### src/rtl/i2c_evt_pkg.sv
package i2c_evt_pkg;

  localparam int NUM_EVT = 7;
  localparam int CODE_W  = 3;

  // event indices (bit position in pend / mask; code = index + 1)
  localparam int EV_ARB   = 0;
  localparam int EV_NACK  = 1;
  localparam int EV_ARDY  = 2;
  localparam int EV_RXRDY = 3;
  localparam int EV_TXRDY = 4;
  localparam int EV_STOP  = 5;
  localparam int EV_SLV   = 6;

  // status word bit positions
  localparam int SB_ARB   = 0;
  localparam int SB_NACK  = 1;
  localparam int SB_ARDY  = 2;
  localparam int SB_STOP  = 5;
  localparam int SB_RSF   = 11;
  localparam int SB_BUSY  = 12;

  // register addresses
  localparam int RA_MASK  = 0;
  localparam int RA_STAT  = 1;
  localparam int RA_VEC   = 2;

endpackage

### src/rtl/evt_pend.sv
module evt_pend #(
  parameter int N = 7
) (
  input  logic         clk,
  input  logic         rst_n,
  input  logic [N-1:0] set_i,
  input  logic [N-1:0] clr_i,
  output logic [N-1:0] pend_o
);

  for (genvar i = 0; i < N; i++) begin : g_bit
    logic q_r;
    logic q_nxt;
    logic q_en;

    always_comb begin
      q_en  = set_i[i] | clr_i[i];
      q_nxt = set_i[i];   // a set wins over a clear in the same cycle
    end

    always_ff @(posedge clk or negedge rst_n) begin
      if (!rst_n) begin
        q_r <= 1'b0;
      end else if (q_en) begin
        q_r <= q_nxt;
      end
    end

    assign pend_o[i] = q_r;

    // a pulse always leaves the event pending, even against a clear
    assert_set_sticks_R9: assert property (@(posedge clk) disable iff (!rst_n)
      set_i[i] |=> pend_o[i]);

    // without pulse or clear the pending bit holds
    assert_hold_idle_R3: assert property (@(posedge clk) disable iff (!rst_n)
      (!set_i[i] && !clr_i[i]) |=> $stable(pend_o[i]));

    // a clear without a pulse empties the bit
    assert_clear_works_R3: assert property (@(posedge clk) disable iff (!rst_n)
      (clr_i[i] && !set_i[i]) |=> !pend_o[i]);
  end

endmodule

### src/rtl/evt_prio.sv
module evt_prio #(
  parameter int N  = 7,
  parameter int CW = 3
) (
  input  logic [N-1:0]  req_i,
  output logic [CW-1:0] code_o,
  output logic [N-1:0]  sel_o
);

  always_comb begin
    code_o = '0;
    sel_o  = '0;
    for (int k = N - 1; k >= 0; k--) begin
      if (req_i[k]) begin
        code_o = CW'(k + 1);
        sel_o  = '0;
        sel_o[k] = 1'b1;
      end
    end
  end

  always_comb begin
    // selection is at most one-hot and always among the requests
    assert_sel_onehot_R4: assert ($onehot0(sel_o));
    assert_sel_in_req_R4: assert ((sel_o & ~req_i) == '0);
  end

endmodule

### src/rtl/evt_regif.sv
module evt_regif
  import i2c_evt_pkg::*;
#(
  parameter int N  = 7,
  parameter int CW = 3,
  parameter int AW = 3,
  parameter int DW = 16
) (
  input  logic          clk,
  input  logic          rst_n,
  input  logic          wr_en_i,
  input  logic          rd_en_i,
  input  logic [AW-1:0] addr_i,
  input  logic [DW-1:0] wdata_i,
  input  logic [N-1:0]  pend_i,
  input  logic [CW-1:0] vec_code_i,
  input  logic [N-1:0]  vec_sel_i,
  input  logic          bus_busy_i,
  input  logic          rx_shift_full_i,
  output logic [DW-1:0] rdata_o,
  output logic [N-1:0]  mask_o,
  output logic [N-1:0]  clr_o
);

  localparam logic [AW-1:0] A_MASK = AW'(RA_MASK);
  localparam logic [AW-1:0] A_STAT = AW'(RA_STAT);
  localparam logic [AW-1:0] A_VEC  = AW'(RA_VEC);

  logic          hit_mask;
  logic          hit_stat;
  logic          hit_vec;
  logic          mask_en;
  logic [N-1:0]  mask_r;
  logic [N-1:0]  mask_nxt;
  logic [N-1:0]  clr_rd;
  logic [N-1:0]  clr_w1c;
  logic [DW-1:0] stat_word;

  always_comb begin
    hit_mask = (addr_i == A_MASK);
    hit_stat = (addr_i == A_STAT);
    hit_vec  = (addr_i == A_VEC);
  end

  // mask register
  always_comb begin
    mask_en  = wr_en_i & hit_mask;
    mask_nxt = wdata_i[N-1:0];
  end

  always_ff @(posedge clk or negedge rst_n) begin
    if (!rst_n) begin
      mask_r <= '0;
    end else if (mask_en) begin
      mask_r <= mask_nxt;
    end
  end

  assign mask_o = mask_r;

  // clear sources: vector read and write-one-to-clear
  always_comb begin
    clr_rd  = (rd_en_i && hit_vec) ? vec_sel_i : '0;
    clr_w1c = '0;
    if (wr_en_i && hit_stat) begin
      clr_w1c[EV_ARDY] = wdata_i[SB_ARDY];
      clr_w1c[EV_STOP] = wdata_i[SB_STOP];
    end
    clr_o = clr_rd | clr_w1c;
  end

  // status word
  always_comb begin
    stat_word          = '0;
    stat_word[SB_ARB]  = pend_i[EV_ARB];
    stat_word[SB_NACK] = pend_i[EV_NACK];
    stat_word[SB_ARDY] = pend_i[EV_ARDY];
    stat_word[SB_STOP] = pend_i[EV_STOP];
    stat_word[SB_RSF]  = rx_shift_full_i;
    stat_word[SB_BUSY] = bus_busy_i;
  end

  // read mux
  always_comb begin
    rdata_o = '0;
    if (rd_en_i) begin
      if (hit_mask)      rdata_o = DW'(mask_r);
      else if (hit_stat) rdata_o = stat_word;
      else if (hit_vec)  rdata_o = DW'(vec_code_i);
    end
  end

  // mask changes only through a write to its address
  assert_mask_only_by_write_R11: assert property (@(posedge clk) disable iff (!rst_n)
    !(wr_en_i && hit_mask) |=> $stable(mask_o));

  // status writes never clear arbitration lost or no-acknowledge
  assert_w1c_limited_R7: assert property (@(posedge clk) disable iff (!rst_n)
    (wr_en_i && hit_stat) |-> (clr_o[EV_ARB] == 1'b0 && clr_o[EV_NACK] == 1'b0));

endmodule

### src/rtl/i2c_evt_unit.sv
module i2c_evt_unit
  import i2c_evt_pkg::*;
#(
  parameter int AW = 3,
  parameter int DW = 16
) (
  input  logic               clk,
  input  logic               rst_n,
  input  logic [NUM_EVT-1:0] evt_i,
  input  logic               bus_busy_i,
  input  logic               rx_shift_full_i,
  input  logic               wr_en_i,
  input  logic               rd_en_i,
  input  logic [AW-1:0]      addr_i,
  input  logic [DW-1:0]      wdata_i,
  output logic [DW-1:0]      rdata_o,
  output logic               irq_o
);

  logic               rst_meta;
  logic               rst_sync_n;
  logic [NUM_EVT-1:0] pend;
  logic [NUM_EVT-1:0] clr;
  logic [NUM_EVT-1:0] mask;
  logic [NUM_EVT-1:0] vec_sel;
  logic [CODE_W-1:0]  vec_code;

  // asynchronous assert, synchronous release
  always_ff @(posedge clk or negedge rst_n) begin
    if (!rst_n) begin
      rst_meta   <= 1'b0;
      rst_sync_n <= 1'b0;
    end else begin
      rst_meta   <= 1'b1;
      rst_sync_n <= rst_meta;
    end
  end

  evt_pend #(.N(NUM_EVT)) u_pend (
    .clk    (clk),
    .rst_n  (rst_sync_n),
    .set_i  (evt_i),
    .clr_i  (clr),
    .pend_o (pend)
  );

  evt_prio #(.N(NUM_EVT), .CW(CODE_W)) u_prio (
    .req_i  (pend),
    .code_o (vec_code),
    .sel_o  (vec_sel)
  );

  evt_regif #(.N(NUM_EVT), .CW(CODE_W), .AW(AW), .DW(DW)) u_regif (
    .clk             (clk),
    .rst_n           (rst_sync_n),
    .wr_en_i         (wr_en_i),
    .rd_en_i         (rd_en_i),
    .addr_i          (addr_i),
    .wdata_i         (wdata_i),
    .pend_i          (pend),
    .vec_code_i      (vec_code),
    .vec_sel_i       (vec_sel),
    .bus_busy_i      (bus_busy_i),
    .rx_shift_full_i (rx_shift_full_i),
    .rdata_o         (rdata_o),
    .mask_o          (mask),
    .clr_o           (clr)
  );

  always_comb begin
    irq_o = |(pend & mask);
  end

  // zero code only when nothing is pending
  assert_vec_zero_R2: assert property (@(posedge clk) disable iff (!rst_sync_n)
    (vec_code == '0) |-> (pend == '0));

  // no pending event below the reported one
  assert_lowest_first_R4: assert property (@(posedge clk) disable iff (!rst_sync_n)
    (vec_code != '0) |-> ((pend & (vec_sel - 1'b1)) == '0));

  // a vector read removes the reported event unless it is re-pulsed
  assert_read_clear_R3: assert property (@(posedge clk) disable iff (!rst_sync_n)
    (rd_en_i && addr_i == AW'(RA_VEC) && vec_code != '0 && (evt_i & vec_sel) == '0)
      |=> ((pend & $past(vec_sel)) == '0));

  // interrupt requires a pending, enabled event
  assert_irq_source_R8: assert property (@(posedge clk) disable iff (!rst_sync_n)
    irq_o |-> ((pend & mask) != '0));

  // busy bit follows the live input on a status read
  assert_busy_live_R6: assert property (@(posedge clk) disable iff (!rst_sync_n)
    (rd_en_i && addr_i == AW'(RA_STAT)) |-> (rdata_o[SB_BUSY] == bus_busy_i));

  // reset leaves the interrupt low
  assert_reset_quiet_R10: assert property (@(posedge clk)
    !rst_sync_n |-> !irq_o);

endmodule

### config.mk
export PLATFORM = sky130hd
export DESIGN_NAME = i2c_evt_unit
export DESIGN_NICKNAME = d
export VERILOG_FILES = /design/src/rtl/i2c_evt_pkg.sv /design/src/rtl/evt_pend.sv /design/src/rtl/evt_prio.sv /design/src/rtl/evt_regif.sv /design/src/rtl/i2c_evt_unit.sv
export SDC_FILE = /design/constraint.sdc
export NUM_CORES = 1
export LEC_CHECK = 0
export BUFFER_PORTS_ARGS = -buffer_cell sky130_fd_sc_hd__buf_2
export CORE_MARGIN = 2
export CORE_UTILIZATION = 46
export DETAILED_ROUTE_END_ITERATION = 8
export HOLD_SLACK_MARGIN = 0.06
export PLACE_DENSITY = 0.83
export SKIP_CTS_REPAIR_TIMING = 1
export SLEW_MARGIN = 5
export SYNTH_ARGS = -nofsm -noshare
export SYNTH_HDL_FRONTEND = slang
export SYNTH_HIERARCHICAL = 1
export SYNTH_SLANG_ARGS = --single-unit
### constraint.sdc
create_clock -name clk -period 1.5 [get_ports clk]
set_input_delay 0.225 -clock clk [delete_from_list [all_inputs] [get_ports clk]]
set_output_delay 0.225 -clock clk [all_outputs]
set_load 0.02 [all_outputs]
==> results of run 1 <==
Yosys cell counts:
cell type  instances  area [sq um]
a2111oi_2          1          15.0
o31ai_1            1          7.51
a22oi_1            2          15.0
inv_1              9          33.8
o21ai_0            1          5.00
nor4b_4            1          23.8
buf_4             15           113
nor3b_2            2          25.0
mux2_2             7          78.8
nor3_1             3          15.0
nor2_1             6          22.5
buf_2              1          5.00
a22o_1             2          17.5
a21o_1             7          52.6
a21oi_1            3          15.0
and2_2             1          7.51
and2_1             8          50.1
nand2_1            1          3.75
nand2b_1           4          25.0
and3_1             3          18.8
nor4_2             1          12.5
dfrtp_1           16           400
nand3_1            1          5.00
a222oi_1           1          10.0
nor3b_1            1          7.51
mux2i_1            1          10.0
nor4b_1            1          8.76
clkbuf_1           1          3.75
a211oi_1           6          45.0
nor2b_1            3          18.8
conb_1             2          7.51
area by class of cell:
type / instances / area (sq um) / area share (%)
sequential: 16 / 402 / 27.4
clock buffer: 4 / 36.3 / 2.48
timing repair buffer: 56 / 374 / 25.6
inverter: 9 / 33.8 / 2.31
tap: 28 / 35.0 / 2.39
multi-input combinational: 76 / 583 / 39.8
power breakdown:
group | leakage, nW | total (W) | internal [W] | switching (W)
registers | 0.169 | 0.000521 | 0.000478 | 0.0000434
clock network | 0.0210 | 0.000279 | 0.000148 | 0.000132
logic | 0.480 | 0.000211 | 0.000111 | 0.000100
total | 0.670 | 0.00101 | 0.000736 | 0.000276
routing by layer:
layer	routed length, um	GRT usage (%)	vias up
li1	-	-	466
met2	1160	27.9	36
met3	134	2.57	4
met4	36	6.41	0
met5	0	0	-
met1	1090	23.6	454
how the worst min path moves through the flow:
stage                     cells past startpoint                  end  slack, ns
after floorplan                               0             rst_meta      -0.07
after global routing                          2  u_pend/g_bit[6].q_r       0.09
after CTS                                     1             rst_meta      -0.31
final                                         2  u_pend/g_bit[4].q_r       0.11
after global placement                        1             rst_meta       0.01
after detailed placement                      1             rst_meta       0.01
worst max-delay path: stages (launching register included):
cell and delay (ns):
dfrtp_1 0.44, inv_2 0.09, a21oi_2 0.06, o31ai_1 0.28
nand2b_1 0.14, a211oi_4 0.22, buf_6 0.14
cells by family after synthesis:
| logic type | Yosys count |
|---|---|
| compound gates | 24 |
| buf+inv | 26 |
| flops | 16 |
| mux | 8 |
| other cells | 2 |
| simple gates | 36 |
state kept, by name, indices dropped and copies added (netlist names):
signal,flops
rst_meta,1
rst_sync_n,1
u_pend/g_bit.q_r,7
u_regif/mask_o,7
metrics by stage:
stage                     hold WS (ns)  TNS [ns]  instance area, sq um  worst slack [ns]
after floorplan                -0.0706   -0.0540                  1120           -0.0540
after global placement         0.00968    -0.199                  1310           -0.0667
after detailed placement        0.0113    -0.303                  1310           -0.0819
after CTS                       -0.309     -1.67                  1350            -0.421
after global routing            0.0938     -2.40                  1460            -0.479
final                            0.114     -1.49                  1460            -0.389
==> metrics.md, run 1 <==
| Metric | Value |
|---|---|
| Fin. Hold Viols | 0 |
| Tot GR Track Use | roughly 17% |
| Outcome | finished, violations left |
| Placer Congestion | about 0.84 |
| Clock Skew | 0.00224 ns |
| Final net count | roughly 190 |
| Row Count | 17 |
| Final ANT Viol Nets | 0 |
| Setup crit end kind | output port |
| Leakage | 0.670 nW |
| Worst hold start | evt_i[4] |
| Sink Count | 16 |
| Clock root buffer | clkbuf_4 |
| Via density per instance | between 5 and 6 |
| Measured slew at the worst slew-check pin | 0.582 ns |
| First-pass iteration count of the detailed router | 4 |
| DR iter-0 viols | 17 |
| CP required | 1.27 ns |
| Fin util | 66.2% |
| CP startpoint | u_pend/g_bit[5].q_r |
| Synth Instances | 112 |
| Share of cells above drive strength 1 | 49.1% |
| Register area share after synthesis | a little under two fifths |
| Core area | 2210 sq um |
| Post-synthesis mux area share | 8.24% |
| FF-to-FF End | u_pend/g_bit[4].q_r |
| Critical path endpoint | rdata_o[0] |
| Cell Area, Synth | 1080 sq um |
| Adder-cell share of the synthesized area | 0% |
| Syn avg cell area | 9.63 sq um |
| Number of fill cells in the layout | 171 |
| Fin cells | about 190 |
| Diode count | 0 |
| First-pass GRT wire length | 3.53 mm |
| Top Ports | 49 |
| Main combinational cell family by area after synthesis | simple AND/OR/NAND/NOR gates |
| Yosys reg bits | 16 |
| Wirelength, routed | about 2.4 mm |
| RR Startpoint | u_pend/g_bit[1].q_r |
| Yosys cell types | 31 |
| CP startpoint kind | flip-flop |
| Largest net degree at the start of global routing | 17 |
| Failing checks | setup timing |
| Die height | 52.4 um |
| PD cells | 691 nW/um^2 |
| Placed cell count | 176 |
| Design Power | 0.00101 W |
| Via count | 960 |
| Ys Warns | 6 |
| Crit path kind | flip-flop to output port |
| Die ar. | ~2700 sq um |
| Synthesis-to-layout area growth | 35.7% |
| Unrepaired setup endpoints after global routing | true |
| Routed wire per std cell | 12.8 um |
| Synth Area in Simple Gates | 22.6% |
| GRT overflow | 0 |
| Commonest cells after routing, fill and taps aside | buf_2, buf_4, dfrtp_1 |
| VDD IR max | 0.748 mV |
| CTS tree | yes |
| XOR/XNOR Fraction of Synth Area | 0% |
| WP data arrival | roughly 1.7 ns |
| Minimum clock period | 1.89 ns |
| Slew Viols, Final | 0 |
| FMAX | 0.529 GHz |
| Die width | about 52 um |
| Initial antenna violation count | 0 |
| Hpwl dp | roughly 1.8 mm |
| DRC viols | 0 |
| # port buffers | 32 |
| Commonest non-fill, non-tap cell in the layout | buf_2 |
| Clock Tree Buf Depth | 2 |
| CTS clk-pin slew, worst paths | 0.09 ns |
| Initial Util | 48.8% |
| R2r worst-path depth | 7 |
| Max-cap violations | 0 |
| Final worst path period share | 126% |
| H-tree levels | 1 |
| Slack of the critical path | -0.389 ns |
| Vias in the first global route | about 800 |
| # setup viols final | 8 |
| Post-synthesis compound-gate area fraction | 16.9% |
| Reg-to-reg slack, setup | -0.06 ns |
| HP Class | input port to flip-flop |
| Crit Path Max Fanout | 4 |
| Slew headroom | 61.2% |
| Clk_lat worst skew | 0.28 ns |
| CTS Buf Count | 3 |
Note: power is estimated with default switching activity, not from simulation.
==> run 2, diff against run 1 <==
==> constraint.sdc (replaced) <==
create_clock -name clk -period 1.85 [get_ports clk]
set_input_delay 0.2775 -clock clk [delete_from_list [all_inputs] [get_ports clk]]
set_output_delay 0.2775 -clock clk [all_outputs]
set_load 0.02 [all_outputs]
==> metrics.md, run 2 (synthesis results as in run 1) <==
| Metric | Value |
|---|---|
| Leakage | 0.589 nW |
| PD cells | 601 nW/um^2 |
| Die width | 52.4 um |
| DR iter-0 viols | 21 |
| Max-cap violations | 0 |
| Wirelength, routed | roughly 2.4 mm |
| Sequential share of power | between 50% and 60% |
| GRT overflow | 0 |
| Diode count | 0 |
| Design Power | 0.000817 W |
| Psw | 0.000227 W |
| Row Count | 17 |
| Unrepaired setup endpoints after global routing | true |
| Final net count | 180 |
| FMAX | approximately 0.54 GHz |
| Commonest non-fill, non-tap cell in the layout | buf_2 |
| Final ANT Viol Nets | 0 |
| CP required | 1.57 ns |
| Via density per instance | 5.14 |
| CP bufs+invs | 1 |
| Die height | 52.4 um |
| H-tree levels | 1 |
| Critical path, cell by cell | nor2_4 > a2111oi_4 > nand2b_1 > a211oi_2 > buf_4 |
| Clock Skew | between 0.002 and 0.0025 ns |
| Routed wire per std cell | 13.8 um |
| Int Pwr | 0.000590 W |
| First-pass iteration count of the detailed router | 6 |
| Fin util | approximately three fifths |
| # setup viols final | 3 |
| Initial antenna violation count | 0 |
| Top Ports | 49 |
| Slew headroom | between 60% and 70% |
| Share of cells above drive strength 1 | 46.9% |
| Via count | 900 |
| Synthesis-to-layout area growth | 26.1% |
| Crit path kind | flip-flop to output port |
| First-pass GRT wire length | 3.26 mm |
| Slew Viols, Final | 0 |
| Dpl ws | 0.170 ns |
| HP Class | input port to flip-flop |
| Die ar. | between 2000 and 3000 sq um |
| Slack of the critical path | -0.0183 ns |
| Commonest cells after routing, fill and taps aside | buf_2, dfrtp_1, buf_4 |
| CTS tree | yes |
| Hpwl dp | 1.60 mm |
| Setup total negative slack | -0.0383 ns |
| CP max-delay cell | dfrtp_2 |
| Outcome | finished, violations left |
| Fin. Hold Viols | 0 |
| Clk_lat worst skew | about 0.29 ns |
| CP delay by family, top | compound AO/OA/AOI/OAI gates |
| # port buffers | 32 |
| Final non-filler cell area | 1360 sq um |
| Combinational share of power | between 10% and 20% |
| Dpl cell area | between 1000 and 1500 sq um |
| Measured slew at the worst slew-check pin | 0.569 ns |
| Clock root buffer | clkbuf_4 |
| Clock power frac | between 20% and 30% |
| CTS Buf Count | 3 |
| Crit Path Max Fanout | 4 |
| Setup crit end kind | output port |
| Sw Share | between 20% and 30% |
| WP data arrival | 1.59 ns |
| DRC viols | 0 |
| Initial Util | 48.8% |
| Placer Congestion | 0.792 |
| Largest net degree at the start of global routing | 17 |
| Sink Count | 16 |
| Core area | 2210 sq um |
| CP startpoint kind | flip-flop |
| Final worst path period share | 101% |
| Clock Tree Buf Depth | 2 |
| Minimum clock period | 1.87 ns |
| Failing checks | setup timing |
| CTS clk-pin slew, worst paths | 0.09 ns |
| VDD IR max | 0.490 mV |
| Max incr delay on CP | ~0.44 ns |
| Tot GR Track Use | 15.8% |
| Vias in the first global route | ~780 |
## run 2: per-stage QoR
step / hold slack, ns / instances
after floorplan: -0.0181 / 118
after CTS: -0.253 / 168
after global placement: 0.0621 / 164
after detailed placement: 0.0645 / 164
after global routing: 0.156 / 175
final: 0.162 / 175
## run 2: final cells by class
cell class	count	area [sq um]
Timing Repair Buffer	42	259
Tap cell	28	35.0
Fill cell	184	852
Inverter	9	33.8
Clock buffer	4	36.3
Multi-Input combinational cell	76	592
Sequential cell	16	404
## run 2: worst reg2reg max path, stage by stage (launching register included)
cell and delay [ns]:
dfrtp_1 0.40, buf_6 0.13, buf_4 0.14, nor4_2 0.30, nor3b_2 0.22, a22o_1 0.15, inv_1 0.04, a21o_1 0.14
## run 2: worst paths after layout
path,slack (ns),depth (start not counted),endpoint,from
max,-0.02,5,rdata_o[2],u_pend/g_bit[5].q_r
max reg2reg,0.23,7,u_pend/g_bit[5].q_r,u_pend/g_bit[3].q_r
min,0.16,2,u_pend/g_bit[1].q_r,evt_i[1]
max in group asynchronous,1.21,0,u_pend/g_bit[5].q_r,rst_sync_n
min reg2reg,0.24,0,u_regif/mask_o[5],rst_sync_n
min in group asynchronous,0.24,0,u_regif/mask_o[5],rst_sync_n
## run 2: power groups by stage
stage	combinational [W]	clock, W	sequential, W
global placement	0.000143	0	0.000427
CTS	0.000149	0.000239	0.000422
floorplan	0.000119	0	0.000415
detailed placement	0.000149	0	0.000429
global route	0.000173	0.000254	0.000431
finish	0.000161	0.000232	0.000423
## run 2: per-layer routing
layer / track usage (%) / part of all wire (%) / vias to the layer above / routed length [um]
met5: 0 / 0 / - / 0
met4: 6.41 / 0.79 / 0 / 19
met3: 2.57 / 6.0 / 2 / 145
met2: 24.8 / 48 / 35 / 1150
met1: 21.6 / 46 / 424 / 1100
li1: - / - / 439 / -
